## src/rtl/vslm_pkg.sv

```systemverilog
package vslm_pkg;
  localparam int unsigned REG_ADDR_W = 3;
  localparam logic [REG_ADDR_W-1:0] ADR_POS    = 3'd0;
  localparam logic [REG_ADDR_W-1:0] ADR_WSTART = 3'd1;
  localparam logic [REG_ADDR_W-1:0] ADR_WEND   = 3'd2;
  localparam logic [REG_ADDR_W-1:0] ADR_THR    = 3'd3;
  localparam logic [REG_ADDR_W-1:0] ADR_PED    = 3'd4;
  localparam logic [REG_ADDR_W-1:0] ADR_MIN    = 3'd5;
endpackage

```

## src/rtl/vslm_regs.sv

```systemverilog
module vslm_regs
  import vslm_pkg::*;
#(
  parameter int unsigned SMP_W   = 7,
  parameter int unsigned CNT_W   = 9,
  parameter int unsigned THR_W   = 6,
  parameter int unsigned DATA_W  = 16,
  parameter logic [CNT_W-1:0] POS_RST = 9'h03C
) (
  input  logic                  clk,
  input  logic                  rst,
  input  logic                  wr_i,
  input  logic [REG_ADDR_W-1:0] addr_i,
  input  logic [DATA_W-1:0]     wdata_i,
  input  logic [SMP_W-1:0]      ped_i,
  input  logic [SMP_W-1:0]      min_i,
  output logic [CNT_W-1:0]      pos_o,
  output logic [CNT_W-1:0]      wstart_o,
  output logic [CNT_W-1:0]      wend_o,
  output logic [THR_W-1:0]      thr_o,
  output logic [DATA_W-1:0]     rdata_o
);
  logic [DATA_W-1:0] rd_mux;

  always_ff @(posedge clk) begin
    if (rst) begin
      pos_o    <= POS_RST;
      wstart_o <= '0;
      wend_o   <= '0;
      thr_o    <= '0;
    end else if (wr_i) begin
      case (addr_i)
        ADR_POS:    pos_o    <= wdata_i[CNT_W-1:0];
        ADR_WSTART: wstart_o <= wdata_i[CNT_W-1:0];
        ADR_WEND:   wend_o   <= wdata_i[CNT_W-1:0];
        ADR_THR:    thr_o    <= wdata_i[THR_W-1:0];
        default:    ;
      endcase
    end
  end

  always_comb begin
    rd_mux = '0;
    case (addr_i)
      ADR_POS:    rd_mux[CNT_W-1:0] = pos_o;
      ADR_WSTART: rd_mux[CNT_W-1:0] = wstart_o;
      ADR_WEND:   rd_mux[CNT_W-1:0] = wend_o;
      ADR_THR:    rd_mux[THR_W-1:0] = thr_o;
      ADR_PED:    rd_mux[SMP_W-1:0] = ped_i;
      ADR_MIN:    rd_mux[SMP_W-1:0] = min_i;
      default:    rd_mux = '0;
    endcase
  end

  always_ff @(posedge clk) begin
    if (rst) rdata_o <= '0;
    else     rdata_o <= rd_mux;
  end
endmodule

```

## src/rtl/vslm_linecnt.sv

```systemverilog
module vslm_linecnt #(
  parameter int unsigned CNT_W = 9
) (
  input  logic             clk,
  input  logic             rst,
  input  logic             hsync_i,
  output logic             hs_q_o,
  output logic             line_edge_o,
  output logic [CNT_W-1:0] cnt_o,
  output logic             cnt_valid_o
);
  localparam logic [CNT_W-1:0] CNT_LAST = '1;

  logic             hs_q2;
  logic [CNT_W-1:0] cnt_q;
  logic             armed_q;

  always_ff @(posedge clk) begin
    if (rst) begin
      hs_q_o <= 1'b0;
      hs_q2  <= 1'b0;
    end else begin
      hs_q_o <= hsync_i;
      hs_q2  <= hs_q_o;
    end
  end

  assign line_edge_o = hs_q_o & ~hs_q2;
  assign cnt_o       = line_edge_o ? '0 : cnt_q + 1'b1;
  assign cnt_valid_o = line_edge_o | armed_q;

  always_ff @(posedge clk) begin
    if (rst) begin
      cnt_q   <= '0;
      armed_q <= 1'b0;
    end else begin
      if (cnt_valid_o) cnt_q <= cnt_o;
      armed_q <= cnt_valid_o && (cnt_o != CNT_LAST);
    end
  end
endmodule

```

## src/rtl/vslm_measure.sv

```systemverilog
module vslm_measure #(
  parameter int unsigned SMP_W = 7,
  parameter int unsigned CNT_W = 9
) (
  input  logic             clk,
  input  logic             rst,
  input  logic [SMP_W-1:0] smp_i,
  input  logic [CNT_W-1:0] cnt_i,
  input  logic             cnt_valid_i,
  input  logic [CNT_W-1:0] pos_i,
  input  logic [CNT_W-1:0] wstart_i,
  input  logic [CNT_W-1:0] wend_i,
  output logic [SMP_W-1:0] ped_o,
  output logic [SMP_W-1:0] min_o
);
  localparam logic [SMP_W-1:0] SMP_MAX = '1;

  logic             cap_hit;
  logic             in_win;
  logic             at_start;
  logic             at_end;
  logic [SMP_W-1:0] trk_q;
  logic [SMP_W-1:0] base;
  logic [SMP_W-1:0] cand;

  assign cap_hit  = cnt_valid_i && (cnt_i == pos_i);
  assign in_win   = cnt_valid_i && (cnt_i >= wstart_i) && (cnt_i <= wend_i);
  assign at_start = (cnt_i == wstart_i);
  assign at_end   = (cnt_i == wend_i);
  assign base     = at_start ? SMP_MAX : trk_q;
  assign cand     = (smp_i < base) ? smp_i : base;

  always_ff @(posedge clk) begin
    if (rst) ped_o <= '0;
    else if (cap_hit) ped_o <= smp_i;
  end

  always_ff @(posedge clk) begin
    if (rst) begin
      trk_q <= SMP_MAX;
      min_o <= '0;
    end else if (in_win) begin
      trk_q <= cand;
      if (at_end) min_o <= cand;
    end
  end
endmodule

```

## src/rtl/vslm_slicer.sv

```systemverilog
module vslm_slicer #(
  parameter int unsigned SMP_W = 7,
  parameter int unsigned THR_W = 6
) (
  input  logic             clk,
  input  logic             rst,
  input  logic [SMP_W-1:0] smp_i,
  input  logic [THR_W-1:0] thr_i,
  output logic             csync_o
);
  logic [SMP_W-1:0] thr_ext;

  always_comb begin
    thr_ext = '0;
    thr_ext[THR_W-1:0] = thr_i;
  end

  always_ff @(posedge clk) begin
    if (rst) csync_o <= 1'b0;
    else     csync_o <= (smp_i < thr_ext);
  end
endmodule

```

## src/rtl/vslm_top.sv

```systemverilog
module vslm_top
  import vslm_pkg::*;
#(
  parameter int unsigned SMP_W  = 7,
  parameter int unsigned CNT_W  = 9,
  parameter int unsigned THR_W  = 6,
  parameter int unsigned DATA_W = 16,
  parameter logic [CNT_W-1:0] POS_RST = 9'h03C
) (
  input  logic                  clk,
  input  logic                  rst,
  input  logic                  hsync_i,
  input  logic [SMP_W-1:0]      sample_i,
  input  logic                  reg_wr_i,
  input  logic [REG_ADDR_W-1:0] reg_addr_i,
  input  logic [DATA_W-1:0]     reg_wdata_i,
  output logic [DATA_W-1:0]     reg_rdata_o,
  output logic [SMP_W-1:0]      ped_o,
  output logic [SMP_W-1:0]      sync_min_o,
  output logic                  csync_o
);
  logic [SMP_W-1:0] smp_q;
  logic             hs_q;
  logic             line_edge;
  logic [CNT_W-1:0] cnt;
  logic             cnt_valid;
  logic [CNT_W-1:0] pos;
  logic [CNT_W-1:0] wstart;
  logic [CNT_W-1:0] wend;
  logic [THR_W-1:0] thr;

  always_ff @(posedge clk) begin
    if (rst) smp_q <= '0;
    else     smp_q <= sample_i;
  end

  vslm_regs #(
    .SMP_W(SMP_W), .CNT_W(CNT_W), .THR_W(THR_W), .DATA_W(DATA_W), .POS_RST(POS_RST)
  ) u_regs (
    .clk(clk), .rst(rst), .wr_i(reg_wr_i), .addr_i(reg_addr_i), .wdata_i(reg_wdata_i),
    .ped_i(ped_o), .min_i(sync_min_o), .pos_o(pos), .wstart_o(wstart), .wend_o(wend),
    .thr_o(thr), .rdata_o(reg_rdata_o)
  );

  vslm_linecnt #(.CNT_W(CNT_W)) u_linecnt (
    .clk(clk), .rst(rst), .hsync_i(hsync_i), .hs_q_o(hs_q), .line_edge_o(line_edge),
    .cnt_o(cnt), .cnt_valid_o(cnt_valid)
  );

  vslm_measure #(.SMP_W(SMP_W), .CNT_W(CNT_W)) u_measure (
    .clk(clk), .rst(rst), .smp_i(smp_q), .cnt_i(cnt), .cnt_valid_i(cnt_valid),
    .pos_i(pos), .wstart_i(wstart), .wend_i(wend), .ped_o(ped_o), .min_o(sync_min_o)
  );

  vslm_slicer #(.SMP_W(SMP_W), .THR_W(THR_W)) u_slicer (
    .clk(clk), .rst(rst), .smp_i(smp_q), .thr_i(thr), .csync_o(csync_o)
  );
endmodule

```

## config.mk

```make
export PLATFORM = sky130hd
export DESIGN_NAME = vslm_top
export DESIGN_NICKNAME = d
export VERILOG_FILES = /design/src/rtl/vslm_pkg.sv /design/src/rtl/vslm_regs.sv /design/src/rtl/vslm_linecnt.sv /design/src/rtl/vslm_measure.sv /design/src/rtl/vslm_slicer.sv /design/src/rtl/vslm_top.sv
export SDC_FILE = /design/constraint.sdc
export NUM_CORES = 1
export LEC_CHECK = 0
export BUFFER_PORTS_ARGS = -buffer_cell sky130_fd_sc_hd__buf_2
export CORE_MARGIN = 2
export CORE_UTILIZATION = 50
export DETAILED_ROUTE_END_ITERATION = 6
export GPL_ROUTABILITY_DRIVEN = 0
export HOLD_SLACK_MARGIN = 0.06
export PLACE_DENSITY_LB_ADDON = 0.05
export SLEW_MARGIN = 20
export SYNTH_ARGS = -nofsm -noshare
export SYNTH_HDL_FRONTEND = slang
export SYNTH_SLANG_ARGS = --single-unit
```

## constraint.sdc

```tcl
create_clock -name clk -period 3.6 [get_ports clk]
set_clock_uncertainty 0.15 [all_clocks]
set_input_delay 0 -clock clk [delete_from_list [all_inputs] [get_ports clk]]
set_output_delay 0 -clock clk [all_outputs]
set_load 0.05 [all_outputs]
```

* After elaboration in Yosys (flattened, before gate mapping)
Cells that the tools add are included.
** Word-level totals
- Register bits :: 90
- Input bits :: 30
** Operators by class
- $add $sub $neg :: 1
- Magnitude comparators :: 4
- Equality and inequality tests :: 9
- Muxes and demuxes :: 6
- Bitwise operators :: 3
- Reduce and logical (&&, ||, !) cells :: 10
** Operators by type and width (count)
- 6-bit one-hot mux with 6 select lines :: 1
- 9-bit equality test :: 3
- 7-bit two-way mux :: 2
- 2-bit AND reduction :: 5
- 9-bit by 1-bit adder with 9-bit output, second input constant :: 1
- 9-bit greater-or-equal comparator :: 1
- 9-bit less-or-equal comparator :: 1
- 9-bit two-way mux :: 1
- 9-bit != test, second input constant :: 1
- 7-bit by 6-bit less-than comparator with 1-bit output :: 1
- 7-bit less-than comparator :: 1
- 3-bit by 2-bit equality test with 1-bit output, second input constant :: 2
- 3-bit equality test, second input constant :: 2
- 2-bit one-hot mux with 3 select lines :: 1
- 1-bit one-hot mux with 5 select lines :: 1
- 1-bit logical AND :: 4
- 3-bit by 1-bit equality test with 1-bit output, second input constant :: 1
- 3-bit zero test :: 1
- 1-bit bitwise AND :: 1
- 1-bit NOT :: 1
- 1-bit OR :: 1

* Logic depth before layout (Yosys ltp)
Gate-level depths: netlist of run 1.
- Word-level depth :: 7
- Mapped depth :: 17

* Modules after synthesis
Synthesis of run 1 repeated with hierarchy kept, for this count alone.
** Second synthesis, totals
- Cells, all modules :: 510
- Area, all modules :: 4553.1 um2
** By module, submodules not included
- vslm_regs :: times used 1, cells each 210, area an instance 1921.8 um2
- vslm_measure :: times used 1, cells each 183, area an instance 1610.3 um2
- vslm_linecnt :: times used 1, cells each 85, area an instance 664.4 um2
- vslm_top :: times used 1, cells each 14, area an instance 183.9 um2
- vslm_slicer :: times used 1, cells each 18, area an instance 172.7 um2

* Worst setup path before layout of run 1
No wires, ideal clock.
- Path kind :: reg2reg
- From :: register u_linecnt.cnt_q[1]
- To :: register u_measure.trk_q[0]
- Data arrival time :: 3.539 ns
- Setup slack :: -0.229 ns
- Stages on the path, launching flop included :: 16
- Path buffers :: 0
- Cell sequence :: dfxtp_1 > ha_1 > nand3_1 > nor3_1 > xnor2_1 > nor2_1 > ha_1 > nand2_1 > nor3_2 > nor2_1 > ha_1 > a211oi_1 > o211ai_1 > a221o_1 > nor2_1 > a22oi_1
** Between the ends
- Longest elaborated chain between the ends :: 6
- Elaborated cells between the ends (all ways) :: 10
** Ends and longest elaborated chain
- from (decl) :: RTL line vslm_linecnt.sv:15 : logic [CNT_W-1:0] cnt_q;
- from (signal assigned) :: RTL line vslm_linecnt.sv:37 : if (cnt_valid_o) cnt_q <= cnt_o;
- 9-bit by 1-bit adder with 9-bit output (*) :: RTL line vslm_linecnt.sv:29 : assign cnt_o = line_edge_o ? '0 : cnt_q + 1'b1;
- 9-bit two-way mux (*) :: RTL line vslm_linecnt.sv:29
- named net cnt[8] :: RTL line vslm_top.sv:25 : logic [CNT_W-1:0] cnt;
- 9-bit equality test :: RTL line vslm_measure.sv:28 : assign at_start = (cnt_i == wstart_i);
- 7-bit two-way mux :: RTL line vslm_measure.sv:30 : assign base = at_start ? SMP_MAX : trk_q;
- 7-bit less-than comparator :: RTL line vslm_measure.sv:31 : assign cand = (smp_i < base) ? smp_i : base;
- 7-bit two-way mux :: RTL line vslm_measure.sv:31
- to (signal assigned) :: RTL line vslm_measure.sv:43 : trk_q <= cand;
- to (decl) :: RTL line vslm_measure.sv:22 : logic [SMP_W-1:0] trk_q;
Mark *: on every way through the listed nets, which the timed path passes. The rest lies on a longest branch.
A chain may end at the register's enable or synchronous reset.

* Worst setup path in the final report of run 1
- From :: register u_linecnt.cnt_q[0]
- To :: register u_measure.min_o[6]
** Between the ends
- Longest elaborated chain between the ends :: 6
- Elaborated cells between the ends (all ways) :: 12
** Ends and longest elaborated chain
- 9-bit by 1-bit adder with 9-bit output (*) :: RTL line vslm_linecnt.sv:29
- 9-bit two-way mux (*) :: RTL line vslm_linecnt.sv:29
- named net cnt[4] :: RTL line vslm_top.sv:25
- 9-bit equality test / 9-bit greater-or-equal comparator (equally long branches) :: RTL line vslm_measure.sv:28, vslm_measure.sv:27
- 7-bit two-way mux / 1-bit logical AND (equally long branches) :: RTL line vslm_measure.sv:30, vslm_measure.sv:27
- 7-bit less-than comparator / 1-bit logical AND (equally long branches) :: RTL line vslm_measure.sv:31, vslm_measure.sv:27
- 7-bit two-way mux / 2-bit AND reduction (equally long branches)
- to (signal assigned) :: RTL line vslm_measure.sv:44 : if (at_end) min_o <= cand;
- to (decl) :: RTL line vslm_measure.sv:14 : output logic [SMP_W-1:0] min_o
Marked as above.

==> impl_metrics.json, run 1 <==
{
  "outcome": "finished, final reports clean",
  "hpwl_um": 8460,
  "layout.nets": 667,
  "setup-tns-final_ps": 0,
  "maxSlewViolCount": 0,
  "cts_tree": "built",
  "crit_slowest_cell": "a221o_2",
  "numPortBuffers": 46,
  "syn_area_per_cell_um2": 8.53,
  "synth_top_area_share_pct": 37.5,
  "rows": 34,
  "synthTopCellsByArea": "dfxtp_1 37%, ha_1 8.5%, mux2i_1 6.1%",
  "synth_seq_area_share_pct": 37.5,
  "path_delay_family": "compound AO/OA/AOI/OAI gates",
  "rsz0062_at_grt": "yes",
  "drive_gt1_share_pct": 24.0,
  "cts_buffers": 9,
  "drt_wl_total_um": 11800,
  "grt_pass1_wl_um": 18800,
  "synth_cells": 520,
  "drt-initial-drc-count": 158,
  "grt_pass1_vias": 3742,
  "area_growth_pct": 25.5,
  "period_share_pct": 100,
  "worstPathCellList": "ha_4, nand3_4, buf_4, xor2_1, nor2_2, ha_4, nand4_1, nor3_4, nor2_2, ha_1, a211oi_2, o211ai_1, a221o_2, buf_6, o21ai_0, o2bb2ai_1",
  "htree_levels": 3,
  "cts_sinks": 83,
  "stdcell_area_um2": 5560,
  "whs_ps": 233,
  "synthArstFlopShare_pct": 0,
  "synthFlopType": "dfxtp_1",
  "die_w_um": 98.2,
  "clk_latency_ps": 360,
  "grt_max_degree": 46,
  "groute.usage.overall_pct": 24.5,
  "setup_viol": 0,
  "cap_violations": 0,
  "viasPerCell": 5.46,
  "initial_core_util_pct": 51.1,
  "fill_cells": 771,
  "syn_area_um2": 4430,
  "worstHoldPathType": "in -> reg",
  "fin_crit_ps": 3600,
  "clockBufferDepth": 2,
  "cts.clk_slew.worst_paths_ps": 90,
  "route.detailed.drc": 0,
  "synthTopCellsByCount": "83 x dfxtp_1, 71 x nor2_1, 60 x nand2_1",
  "cts_root_buf": "clkbuf_8",
  "critPathCaptureType": "flip-flop",
  "cp_max_fo": 7,
  "first_pass_iters": 4,
  "p_leak_nw": 2.26,
  "max_freq_mhz": 278,
  "diodes": 0,
  "synth_edf_count": 0,
  "post-place-ws_ps": -96.8,
  "worst_slack_ps": 1.56,
  "finalHoldViolCount": 0,
  "vias": 3929,
  "synth_cell_types": 46,
  "synth.most_common_cell": "dfxtp_1",
  "placed_cell_area_um2": 4900,
  "antenna_found_initial": 0,
  "power_density_nw_per_um2": 356,
  "yosys.area.top_type": "dfxtp_1",
  "critical_path_class": "reg -> reg",
  "design.core.area_um2": 8680,
  "cp_num_buf_inv": 2,
  "worstPathArrival_ps": 3700,
  "synth_warnings": 0,
  "total_power_mw": 1.98,
  "die-height_um": 98.2,
  "slew_headroom_pct": 48.8,
  "globalRouteOverflowTotal": 0,
  "ios": 61,
  "ant_nets": 0,
  "slowest_delay_ps": 460,
  "dieArea_um2": 9640,
  "cp-start-kind": "flip-flop",
  "worstMarginPinSlew_ps": 762,
  "avgRoutedWirePerCell_um": 16.4,
  "critPathRequiredTime_ps": 3700,
  "ys_seq_elements": 83,
  "ir_drop_uv": 222
}
## logic make-up after synthesis
kind of cell | Yosys count | synth area share (%)
and+or+nand+nor | 195 | 20.3
AOI/OAI and AO/OA | 100 | 15.2
DFF | 83 | 37.5
buffers and inverters | 58 | 5.87
muxes | 34 | 8.63
adders and majority gates | 30 | 8.47
xor gates and xnor gates | 19 | 3.92
other | 1 | 0.0846
## sequential cells by signal, indices dropped and copies added, names as in the netlist
signal,cells
u_regs.wend_o,9
u_linecnt.armed_q,1
u_linecnt.cnt_q,9
u_measure.trk_q,7
u_measure.ped_o,7
u_linecnt.hs_q2,1
u_regs.rdata_o,9
u_measure.min_o,7
u_slicer.csync_o,1
smp_q,7
u_regs.thr_o,6
u_linecnt.hs_q_o,1
u_regs.wstart_o,9
u_regs.pos_o,9
## path summary, 6_finish.rpt
path,start,end,slack (ps),cells after the start
max,u_linecnt.cnt_q[0],u_measure.min_o[6],2,16
min,reg_addr_i[0],u_regs.rdata_o[7],230,2
max reg2reg,u_linecnt.cnt_q[0],u_measure.min_o[6],2,16
min reg2reg,u_regs.wstart_o[3],u_regs.wstart_o[3],310,2
## routing by layer
layer,up-vias,GRT usage (%),wire [um]
met5,-,0,0
met4,0,7.90,199
met3,15,3.79,528
met2,93,38.0,5320
met1,1877,35.1,5740
li1,1944,-,-
## cell usage in the layout (no fill, tap or decap), drive strengths merged, types with 2 or more instances in the layout
| cell | instances |
|---|---|
| nand3 | 7 |
| nand2b | 20 |
| nor2b | 18 |
| a22oi | 17 |
| clkinv | 4 |
| nor3 | 5 |
| clkbuf | 9 |
| ha | 30 |
| mux2i | 27 |
| o21ai | 18 |
| a21o | 4 |
| a21oi | 27 |
| a21boi | 2 |
| o211ai | 2 |
| mux2 | 4 |
| nor2 | 71 |
| dlygate4sd3 | 23 |
| o22a | 5 |
| a211oi | 2 |
| inv | 28 |
| nand2 | 60 |
| a2111oi | 5 |
| a211o | 4 |
| nand4 | 7 |
| xor2 | 10 |
| nor3b | 2 |
| conb | 7 |
| dfxtp | 83 |
| and2 | 3 |
| buf | 79 |
| mux4 | 3 |
| o2bb2ai | 7 |
| xnor2 | 9 |
## power by group
part	internal, mW	switching [mW]
clock	0.325	0.356
combinational	0.131	0.187
sequential	0.947	0.0328
total	1.40	0.575
## layout make-up
class / instances / area (um2) / area share (%)
Clock buffer: 9 / 124 / 2.23
Clock inverter: 7 / 75.1 / 1.35
Inverter: 26 / 97.6 / 1.75
Multi-Input combinational cell: 385 / 2740 / 49.2
Sequential cell: 83 / 1680 / 30.2
Tap cell: 108 / 135 / 2.43
Timing Repair Buffer: 102 / 719 / 12.9
## timing repair
item | 4_1_cts | 5_1_grt
buffers inserted | 0 | 5
setup endpoints to repair | 14 | 14
endpoints found under the hold margin | 52 | 0
cloned | 0 | 1
pin swaps | 2 | 25
hold buffers | 23 | 0
resized for setup | 6 | 48
## per-stage QoR
| step | instances | util (%) |
|---|---|---|
| finish | 720 | 64.1 |
| global route | 720 | 64.1 |
| CTS | 714 | 61.5 |
| detailed placement | 675 | 56.4 |
| global placement | 675 | 56.4 |
| floorplan | 526 | - |
(Power assumes the default switching activity.)
==> run 2, diff against run 1 <==
--- a/config.mk
+++ b/config.mk
@@ -5,6 +5,7 @@
 export SDC_FILE = /design/constraint.sdc
 export NUM_CORES = 1
 export LEC_CHECK = 0
+export ABC_AREA = 1
 export BUFFER_PORTS_ARGS = -buffer_cell sky130_fd_sc_hd__buf_2
 export CORE_MARGIN = 2
 export CORE_UTILIZATION = 50
==> run 2 against run 1 <==
Compared with the run above:
- clock power is 5.4% higher
- synthesized area shrank 0.20%
- via count up 12%
- non-clock buffer count shrank 8
- synthesized cell count up 22%
- critical endpoint is now u_measure.min_o[2]
==> impl_metrics.json, run 2 <==
{
  "outcome": "finished, final reports clean",
  "layout_common_cells": "139 x nand2_1, 105 x inv_1, 78 x dfxtp_1",
  "drt-initial-drc-count": 222,
  "synth_warnings": 0,
  "groute.usage.overall_pct": 26.5,
  "internal_power_mw": 1.44,
  "synth_top_area_share_pct": 37.5,
  "synth_edf_count": 0,
  "cts_root_buf": "clkbuf_8",
  "grt_max_degree": 37,
  "layout.nets": 785,
  "drt_wl_total_um": 12500,
  "synth_cells": 636,
  "rows": 34,
  "fin_crit_ps": 3320,
  "vias": 4410,
  "critical_path_class": "reg -> reg",
  "synthTopCellsByCount": "141 x nand2_1, 106 x inv_1, 83 x dfxtp_1",
  "clockBufferDepth": 2,
  "fin_util_pct": 62.6,
  "initial_core_util_pct": 51.2,
  "cts.clk_slew.worst_paths_ps": 90,
  "rsz0062_at_grt": "no",
  "area_growth_pct": 22.1,
  "diodes": 0,
  "die-height_um": 98.1,
  "cp-start-kind": "flip-flop",
  "yosys.area.top_type": "dfxtp_1",
  "power.clock.fraction_pct": 33.9,
  "clk_latency_ps": 360,
  "wl_met2_um": 5430,
  "numPortBuffers": 46,
  "worstPathArrival_ps": 3480,
  "pwr-share-comb_pct": 19.1,
  "total_power_mw": 2.12,
  "first_pass_iters": 4,
  "finalHoldViolCount": 0,
  "cts_sinks": 83,
  "route.detailed.drc": 0,
  "met3_length_um": 1030,
  "cap_violations": 0,
  "power_density_nw_per_um2": 393,
  "wl_met1_um": 5740,
  "slew_headroom_pct": 33.9,
  "seqPwrFrac_pct": 47.0,
  "ys_seq_elements": 83,
  "grt_pass1_vias": 4115,
  "worst_slack_ps": 281,
  "ios": 61,
  "globalRouteOverflowTotal": 0,
  "htree_levels": 3,
  "period_share_pct": 92.2,
  "maxSlewViolCount": 0,
  "synth_seq_area_share_pct": 37.5,
  "switchingPower_mw": 0.681,
  "die_w_um": 98.1,
  "synth_cell_types": 33,
  "post-place-ws_ps": 101,
  "ir_drop_uv": 262,
  "top_layer_used": "met4",
  "critPathRequiredTime_ps": 3760,
  "synthFlopType": "dfxtp_1",
  "worstHoldPathType": "in -> reg",
  "viasPerCell": 5.26,
  "layout_commonest_cell": "nand2_1",
  "synthArstFlopShare_pct": 0,
  "cts_buffers": 9,
  "synthTopCellsByArea": "dfxtp_1 38%, nand2_1 12%, inv_1 9.0%",
  "whs_ps": 94.4,
  "grt_pass1_wl_um": 20000,
  "cp_max_fo": 7,
  "avgRoutedWirePerCell_um": 15.0,
  "dieArea_um2": 9620,
  "antenna_found_initial": 0,
  "design.core.area_um2": 8640,
  "synth.most_common_cell": "nand2_1",
  "setup-tns-final_ps": 0,
  "cts_tree": "built",
  "max_freq_mhz": 301,
  "hpwl_um": 9110,
  "worstMarginPinSlew_ps": 990,
  "drive_gt1_share_pct": 14.4,
  "netSwitchingFraction_pct": 32.1,
  "p_leak_nw": 2.65,
  "setup_viol": 0,
  "ant_nets": 0,
  "syn_area_um2": 4430,
  "critPathCaptureType": "flip-flop",
  "syn_area_per_cell_um2": 6.96
}
[run 2: changes by cell type after synthesis, moves of 20 or more]
cell / before / now
mux2i_1: 27 / 0
nand2_1: 60 / 141
nand2b_1: 20 / 0
a21oi_1: 27 / 63
nand3_1: 7 / 37
inv_1: 26 / 106
[run 2: worst paths after layout]
kind	startpoint	to	slack (ps)	depth (start not counted)
min reg2reg	u_linecnt.hs_q_o	u_linecnt.hs_q2	280	2
max reg2reg	u_linecnt.cnt_q[0]	u_measure.min_o[2]	280	21
max	u_linecnt.cnt_q[0]	u_measure.min_o[2]	280	21
min	reg_addr_i[0]	u_regs.thr_o[1]	90	3
[run 2: logic make-up (layout without fill, tap and decap cells)]
group / Yosys count / in the layout / share of synthesized area [%]
AND/OR/NAND/NOR: 263 / 263 / 25.2
AO/OA/AOI/OAI: 130 / 130 / 16.4
buffers and inverters: 128 / 216 / 11.9
flip-flops: 83 / 83 / 37.5
adder cells (fa/ha/maj): 30 / 30 / 8.48
other: 1 / 7 / 0.0847
XOR/XNOR: 1 / 1 / 0.368
[run 2: cell type report]
class / instances / area (um2)
fill: 825 / 3230
multi-input combinational: 431 / 2320
sequential: 83 / 1680
timing repair buffer: 94 / 668
inverter: 106 / 400
tap: 108 / 135
clock buffer: 9 / 124
clock inverter: 7 / 83.8
[run 2: power groups by stage]
stage	clock, mW	combinational, mW	sequential (mW)
5_1_grt	0.765	0.454	1.00
4_1_cts	0.731	0.389	0.996
6_report	0.718	0.406	0.997
3_5_place_dp	0	0.363	1.02
2_1_floorplan	0	0.245	1.03
3_3_place_gp	0	0.353	1.02
[run 2: stage by stage]
stage               instances  instance area, um2
finish                    838                5400
global route              838                5400
CTS                       835                5310
detailed placement        788                4790
global placement          788                4790
floorplan                 642                4450
[run 2: timing repair]
action | in CTS | in global routing
endpoints found under the hold margin | 48 | 0
hold buffers | 31 | 0
gates resized for setup | 0 | 19
setup buffers | 0 | 3
endpoints found under the setup margin | 0 | 14
[run 2: critical path: stages, from the launching register on]
cell	delay, ps
dfxtp_4	400
ha_4	160
nand2_2	80
nor2_4	120
a21oi_1	80
nand2_1	130
inv_1	100
ha_4	280
nand2_1	80
nor2_2	140
nand2_2	120
inv_4	110
nor2_1	60
ha_1	290
a21oi_1	150
nor2_1	60
a211oi_2	240
buf_4	190
nand3_1	110
nand3_1	110
nand2_1	50
inv_1	40
[run 2: layer usage]
layer	up-vias	track usage, %
met5	-	0
met4	0	10.5
met1	1986	36.9
met2	165	40.4
met3	26	5.30
li1	2233	-
==> run 3, diff against run 2 <==
--- a/config.mk
+++ b/config.mk
@@ -7,12 +7,15 @@
 export LEC_CHECK = 0
 export ABC_AREA = 1
 export BUFFER_PORTS_ARGS = -buffer_cell sky130_fd_sc_hd__buf_2
+export CELL_PAD_IN_SITES_DETAIL_PLACEMENT = 1
+export CELL_PAD_IN_SITES_GLOBAL_PLACEMENT = 2
 export CORE_MARGIN = 2
-export CORE_UTILIZATION = 50
+export CORE_UTILIZATION = 29
+export CTS_CLUSTER_DIAMETER = 60
 export DETAILED_ROUTE_END_ITERATION = 6
 export GPL_ROUTABILITY_DRIVEN = 0
 export HOLD_SLACK_MARGIN = 0.06
-export PLACE_DENSITY_LB_ADDON = 0.05
+export PLACE_DENSITY_LB_ADDON = 0.1
 export SLEW_MARGIN = 20
 export SYNTH_ARGS = -nofsm -noshare
 export SYNTH_HDL_FRONTEND = slang
==> run 3 against run 2 <==
Compared with the run above:
- non-clock buffer count fell by 1
- final cell count increased by 9.3%
- first-iteration DRC count is 35% lower
- fmax fell by 2.1%
- flip-flop and latch count did not move
- register-to-register slack got worse by 70 ps
- clock-buffer cell count is the same
==> impl_metrics.json, run 3 (synthesized netlist as in run 2, its figures left out) <==
{
  "outcome": "finished, final reports clean",
  "cts.clk_slew.worst_paths_ps": 70,
  "dieArea_um2": 16300,
  "slew_headroom_pct": 54.3,
  "diodes": 0,
  "slowest_delay_ps": 430,
  "ir_drop_uv": 228,
  "drive_gt1_share_pct": 15.9,
  "crit_path_frequent_cell": "nand2_1",
  "cp-start-kind": "flip-flop",
  "fill_cells": 1913,
  "design.core.area_um2": 15000,
  "drt_wl_total_um": 15800,
  "reg2reg_to": "u_measure.min_o[3]",
  "vias": 4434,
  "max_freq_mhz": 295,
  "worstHoldPathType": "in -> reg",
  "layout.nets": 784,
  "groute.usage.overall_pct": 20.3,
  "finalHoldViolCount": 0,
  "grt_max_degree": 42,
  "numPortBuffers": 46,
  "cts_tree": "built",
  "period_share_pct": 94.2,
  "setup_viol": 0,
  "clk_latency_ps": 350,
  "use_met1_pct": 25.7,
  "reg2reg_depth": 20,
  "placed_cell_area_um2": 4970,
  "layout_common_cells": "138 x nand2_1, 101 x inv_1, 81 x dfxtp_1",
  "critPathCaptureType": "flip-flop",
  "worstHoldStart": "reg_addr_i[0]",
  "hold_path_end": "u_regs.thr_o[3]",
  "hpwl_um": 12100,
  "die_w_um": 128,
  "maxSlewViolCount": 0,
  "critical_path_class": "reg -> reg",
  "antenna_found_initial": 0,
  "cp_num_buf_inv": 3,
  "rows": 45,
  "r2r-start": "u_linecnt.cnt_q[7]",
  "die-height_um": 128,
  "ios": 61,
  "route.detailed.drc": 0,
  "path_delay_family": "simple AND/OR/NAND/NOR gates",
  "whs_ps": 120,
  "gr-max-usage-layer": "met2",
  "cap_violations": 0,
  "grt_pass1_vias": 4620,
  "ant_nets": 0,
  "area_growth_pct": 26.3,
  "first_pass_iters": 4,
  "layout_commonest_cell": "nand2_1",
  "worst_slack_ps": 209,
  "globalRouteOverflowTotal": 0,
  "post-place-ws_ps": -124,
  "fin_crit_ps": 3390,
  "regToRegSetupSlack_ps": 210,
  "viasPerCell": 4.84,
  "setup-tns-final_ps": 0,
  "initial_core_util_pct": 29.4,
  "worstMarginPinSlew_ps": 684,
  "globalRouteMet2Util_pct": 35.2,
  "critPathRequiredTime_ps": 3700,
  "clockBufferDepth": 2,
  "cts_buffers": 9,
  "avgRoutedWirePerCell_um": 17.2,
  "crit_slowest_cell": "dfxtp_1",
  "drt-initial-drc-count": 145,
  "worstPathArrival_ps": 3490,
  "holdPathStages": 3,
  "gr-usage-met3_pct": 2.64,
  "grt_pass1_wl_um": 24900,
  "cts_root_buf": "clkbuf_16",
  "worstPathCellList": "nand2_1, nor2_2, nand3_1, nand3_1, inv_2, ha_4, nand2_1, nor2_1, nand2_1, inv_2, nor2_1, ha_1, a21oi_2, nor2_1, a211oi_2, nand2_2, nand2_1, nand3_1, nand2_1, inv_1",
  "p_leak_nw": 2.71,
  "cts_sinks": 83,
  "cp_max_fo": 7,
  "stdcell_area_um2": 5590,
  "htree_levels": 3,
  "power_density_nw_per_um2": 449
}
-- run 3: changes by cell type in the layout (fill, tap and decap cells not counted), sizes merged --
cell / change
buf: +10
bufinv: +2
clkinvlp: -1
dlygate4sd3: -11
inv: -2
-- run 3: layout make-up --
| type | count | area [um2] | share of cell area, % |
|---|---|---|---|
| clock inverter | 6 | 113 | 2.02 |
| sequential | 83 | 1660 | 29.8 |
| multi-input combinational | 431 | 2320 | 41.5 |
| tap | 188 | 235 | 4.21 |
| clock buffer | 9 | 225 | 4.03 |
| timing repair buffer | 93 | 633 | 11.3 |
| inverter | 106 | 398 | 7.12 |
-- run 3: routing by layer --
layer	part of all wire [%]	wire length [um]
met3	2.4	385
met1	47	7420
met4	2.3	367
met5	0	0
met2	48	7600
-- run 3: through the flow --
stage	utilization, %	instances	power, mW
CTS	36.7	914	2.53
global route	37.2	916	2.63
floorplan	-	642	1.28
finish	37.2	916	2.51
detailed placement	33.1	879	1.41
global placement	33.1	879	1.40
-- run 3: timing repair --
action | in CTS | in global routing
gates cloned | 0 | 0
hold buffers | 20 | 0
pin swaps | 0 | 3
hold endpoints to repair | 43 | 0
setup endpoints to repair | 14 | 14
resized for setup | 2 | 14
buffers inserted | 0 | 2
-- run 3: worst max path at each step --
stage | start | endpoint | cells past startpoint
after floorplan | u_linecnt.cnt_q[0] | u_measure.min_o[0] | 21
after global placement | u_linecnt.cnt_q[7] | u_measure.min_o[3] | 20
after detailed placement | u_linecnt.cnt_q[7] | u_measure.min_o[3] | 20
after CTS | u_linecnt.cnt_q[0] | u_measure.min_o[3] | 21
after global routing | u_linecnt.cnt_q[1] | u_measure.min_o[3] | 22
final | u_linecnt.cnt_q[7] | u_measure.min_o[3] | 20
-- run 3: power by group --
part	internal, mW	total (mW)	switching, mW
sequential	0.964	0.999	0.0350
clock	0.677	1.09	0.415
combinational	0.144	0.416	0.272
-- run 3: tightest hold or removal path: cells and delay by family --
family / cells / cell delay [ps]
compound gates: 1 / 120
simple gates: 1 / 330
buf+inv: 1 / 120
